### src/rtl/upd_serializer.sv
module upd_serializer #(
  parameter int N = 100,
  parameter int W = 16,
  localparam int IW = (N > 1) ? $clog2(N) : 1,
  localparam int DW = IW + W
) (
  input  logic            clk,
  input  logic            rst_n,
  input  logic [N*W-1:0]  mon_vals,
  input  logic            fifo_full,
  output logic            wr_en,
  output logic [DW-1:0]   wr_data
);

  localparam logic [N-1:0] ONE = {{(N-1){1'b0}}, 1'b1};

  logic [N*W-1:0] prev_q;
  logic [N-1:0]   chg, pend_q, grant;
  logic [IW-1:0]  sel;
  logic           any_pend;

  for (genvar i = 0; i < N; i++) begin : g_cmp
    assign chg[i] = mon_vals[i*W +: W] != prev_q[i*W +: W];
  end

  always_comb begin
    sel      = '0;
    any_pend = 1'b0;
    for (int i = N - 1; i >= 0; i--) begin
      if (pend_q[i]) begin
        sel      = IW'(i);
        any_pend = 1'b1;
      end
    end
  end

  assign wr_en   = any_pend & ~fifo_full;
  assign grant   = wr_en ? (ONE << sel) : '0;
  assign wr_data = {sel, mon_vals[int'(sel)*W +: W]};

  always_ff @(posedge clk) begin
    prev_q <= mon_vals;
    if (!rst_n) pend_q <= '0;
    else        pend_q <= (pend_q | chg) & ~grant;
  end

  AST_ONE_WRITE: assert property (@(posedge clk) disable iff (!rst_n)
    $onehot0(grant));
  AST_FULL_BLOCKS: assert property (@(posedge clk) disable iff (!rst_n)
    fifo_full |-> !wr_en);
  AST_FULL_HOLDS: assert property (@(posedge clk) disable iff (!rst_n)
    fifo_full |=> ((pend_q & $past(pend_q)) == $past(pend_q)));
  AST_LOWEST_WINS: assert property (@(posedge clk) disable iff (!rst_n)
    wr_en |-> ((pend_q & ((ONE << sel) - ONE)) == '0));
  AST_CLEAN_START: assert property (@(posedge clk)
    $rose(rst_n) |-> (pend_q == '0));

  for (genvar i = 0; i < N; i++) begin : g_chk
    AST_STICKY: assert property (@(posedge clk) disable iff (!rst_n)
      (pend_q[i] && !grant[i]) |=> pend_q[i]);
    AST_CHANGE_CAUGHT: assert property (@(posedge clk) disable iff (!rst_n)
      (chg[i] && !grant[i]) |=> pend_q[i]);
  end

endmodule

### config.mk
export PLATFORM = sky130hd
export DESIGN_NAME = upd_serializer
export DESIGN_NICKNAME = d
export VERILOG_FILES = /design/src/rtl/upd_serializer.sv
export SDC_FILE = /design/constraint.sdc
export NUM_CORES = 2
export LEC_CHECK = 0
export ABC_CLOCK_PERIOD_IN_PS = 10300
export BUFFER_PORTS_ARGS = -buffer_cell sky130_fd_sc_hd__buf_2
export CAP_MARGIN = 0
export CORE_AREA = 2 2 642 644
export CTS_CLUSTER_SIZE = 25
export DETAILED_ROUTE_END_ITERATION = 8
export DIE_AREA = 0 0 644 646
export GPL_TIMING_DRIVEN = 0
export HOLD_SLACK_MARGIN = 0.08
export PLACE_DENSITY = 0.37
export SYNTH_ARGS = -nofsm -noshare
export SYNTH_HDL_FRONTEND = slang
export SYNTH_SLANG_ARGS = --single-unit
### constraint.sdc
create_clock -name clk -period 10.3 [get_ports clk]
set_input_delay 1.03 -clock clk [delete_from_list [all_inputs] [get_ports clk]]
set_output_delay 1.03 -clock clk [all_outputs]
set_load 0.01 [all_outputs]
==> results.ini <==
[run_status]
status = finished, violations left
violations = max-capacitance violations, max-slew violations, negative setup slack

[synth]
synth_compound_area_share_pct = 7.758
avgSynthCellArea_um2 = 9.450
yosys.area.top_type = dfxtp_1
synth-seq-cells = 1700
synthXorXnorAreaFrac_pct = 20.36
synth_simple_gate_area_share_pct = 18.63
synth_top_family_by_area = XOR/XNOR gates
synth_cell_types = 86
synth_edf_count = 0
yosysTopAreaCellShare_pct = 49.44
synthTopCellsByArea = dfxtp_1, xor2_1, nand2_1
yosysSeqAreaShare_pct = 49.44
syn_inst = 7284
ys.flop_type = dfxtp_1
synthAdderAreaFrac_pct = 0
synthesis.area_um2 = 68830
yosys_warnings = 0
syn-num-nets = 8887
synthMuxAreaShare_pct = 1.492
async_flop_share_pct = 0

[grt]
grt_pass1_wl_um = 939400
overflow = 0
grt_max_degree = 20
track_usage_pct = 36.85
antenna_found_initial = 843
grt_pass1_vias = 67596

[sta]
setup_ws_ns = -0.8505
finalSetupViolCount = 16
min_period_ns = 11.15
worstMarginPinSlew_ns = 1.762
slew_headroom_pct = -17.91
timing.final.crit_share_pct = 108.3
fin_tns_setup_ns = -6.678
final_hold_viol_count = 0
drv_slew = 88
fin_skew_ns = 0.1357
timing.fmax_mhz = 89.68

[cts]
cts_buffer_depth = 4
h-tree-depth = 4
clk_pin_slew_ns = 0.07
cts.sinks = 1700
cts_tree = built
cts_made_buffers = 212
cts-root-buf = clkbuf_16
insertion_delay_ns = 1.04

[place]
hpwl_um = 650000
gp_congestion = 1.026
placed_cells = 14463
io_buffers = 1624

[drt]
wl_um = 799300
vias = 77794
drc = 0
first_pass_iters = 9
wl_per_cell_um = 52.33
drtAntennaViolNets = 0
drt_iter0_markers = 11206
avgViaCountPerCell = 5.093

[worst_setup_path]
crit_fanout = 11
cp-startpoint = pend_q[23]$_SDFF_PN0_
path_class = register to output pin
required_ns = 9.27
crit_path_end_kind = output pin
arrival_ns = 10.12
start_kind = register
r2r-start = pend_q[4]$_SDFF_PN0_

[power]
vdd.ir_drop.worst_v = 0.0001546
leakage_nw = 39.56
p_per_area_nw_per_um2 = 214.4

[hold_path]
hp-class = primary input to register
hp-start = mon_vals[836]

[job]
maxCapViolCount = 12

[floorplan]
io_pins = 1627
fp.dieH_um = 646
floorplan.initialDensity_pct = 16.84
die_w_um = 644
core_region_area_um2 = 408700
rows = 235
dieArea_um2 = 416000

[final_layout]
final_cells = 15274
layout-drive-gt1-share_pct = 26.05
nets = 10832
syn_to_final_growth_pct = 37.68

layout by cell type, fill, tap and decap left out, types with 15 or more instances in the layout:
| master | n |
|---|---|
| a311oi_1 | 84 |
| clkbuf_16 | 212 |
| mux2i_1 | 61 |
| buf_12 | 45 |
| nor3_1 | 128 |
| buf_2 | 1779 |
| a32oi_1 | 29 |
| nor4_1 | 227 |
| a31oi_1 | 148 |
| xor2_1 | 1200 |
| buf_4 | 54 |
| dfxtp_1 | 1700 |
| nor2_1 | 73 |
| o21ai_0 | 59 |
| clkbuf_8 | 41 |
| buf_16 | 27 |
| o41ai_1 | 104 |
| nand3_1 | 613 |
| clkinv_2 | 33 |
| buf_6 | 23 |
| clkbuf_1 | 69 |
| inv_1 | 19 |
| clkbuf_2 | 73 |
| nand2_1 | 1458 |
| diode_2 | 435 |
| xnor2_1 | 400 |
| bufinv_16 | 26 |
| nand4_1 | 131 |
| a21oi_1 | 172 |
| and3_1 | 105 |
| mux4_2 | 15 |
path summary, 6_finish.rpt:
| check | slack, ns | cells after the start | end |
|---|---|---|---|
| hold / removal | 0.13 | 1 | prev_q[836]$_DFF_P_ |
| hold reg to reg | 0.58 | 3 | pend_q[1]$_SDFF_PN0_ |
| setup reg to reg | 2.57 | 13 | pend_q[3]$_SDFF_PN0_ |
| setup / recovery | -0.85 | 15 | wr_data[15] |
synthesized netlist by cell type, types with 4 or more instances:
cell type,n
mux2i_1,61
a32o_1,7
nor3b_1,7
xor2_1,1200
inv_1,19
a31oi_1,152
xnor2_1,400
o21bai_1,7
buf_1,27
o211a_1,6
a32oi_1,30
nand2b_1,6
or3_1,4
o31ai_1,6
o211ai_1,14
o41ai_1,106
mux4_2,15
nor3_1,136
nor2b_1,8
or4_1,5
dfxtp_1,1700
o2111ai_1,6
nor2_1,85
o21ai_0,59
mux2_2,6
nand4_1,131
a311oi_1,85
and3_1,105
a31o_2,4
nand2_1,1458
a221oi_1,15
o311ai_0,4
a22oi_1,4
buf_6,8
buf_4,15
a211oi_1,20
a2111oi_0,8
clkbuf_1,110
nor4_1,235
a21oi_1,172
buf_2,158
nand3_1,613
nand4b_1,4
where the power goes:
group          switching (W)  internal [W]
Sequential          0.000188       0.00694
Clock                0.00348       0.00474
Combinational        0.00385       0.00112
Total                0.00752        0.0128
cell families after synthesis:
logic type	after synthesis
xor+xnor	1600
simple gates	2809
mux	83
compound gates	752
flops	1700
buf+inv	340
metal layers:
metal / GRT usage [%] / vias up / wire length (um)
met4: 30.28 / 336 / 77550
met5: 0 / - / 2166
met2: 55.01 / 7473 / 337600
met3: 16.17 / 2912 / 95790
met1: 40.44 / 37497 / 286200
li1: - / 29576 / -
per-stage QoR:
stage,cell area (um2),util [%],total power [W],hold slack [ns],worst slack (ns)
floorplan,68830,-,0.008535,0.5112,6.070
detailed placement,86140,21.08,0.01189,0.6261,-0.6247
CTS,93670,22.92,0.01999,0.09609,0.01410
global route,94070,23.02,0.02039,0.1336,-0.001942
finish,94770,23.19,0.02032,0.1328,-0.8505
global placement,83780,20.50,0.01172,0.6167,-3.692
state kept, by name, indices dropped and copies added (netlist names):
register and count:
prev_q 1600, pend_q 100
cell type report:
class | instances | area, um2
fillers | 45480 | 313900
flip-flops and latches | 1700 | 34030
multi-input cells | 5244 | 33550
repair buffers | 1733 | 10140
well taps | 5451 | 6820
clock buffers | 286 | 5993
plain buffers | 316 | 1698
clock inverters | 87 | 1360
diodes | 435 | 1089
inverters | 22 | 83.83
worst max-delay path, stage by stage, from the launching register on:
cell,delay (ns)
dfxtp_1,0.45
nor3_1,0.77
and4b_1,0.52
o2111ai_1,0.57
a211oi_4,0.70
o21a_4,0.36
buf_6,0.38
buf_6,0.33
buf_2,0.99
buf_2,1.07
nand3_1,0.17
a31oi_1,0.68
o21ai_0,0.26
nor4_1,1.21
a21oi_1,0.30
buf_2,0.28
repair_timing:
action	in CTS	in global routing
hold endpoints to repair	0	0
setup endpoints to repair	16	3
resized for setup	41	4
pin swaps	3	0
hold buffers	0	0
buffers inserted	5	0
Power figures use the tool's default switching activity.
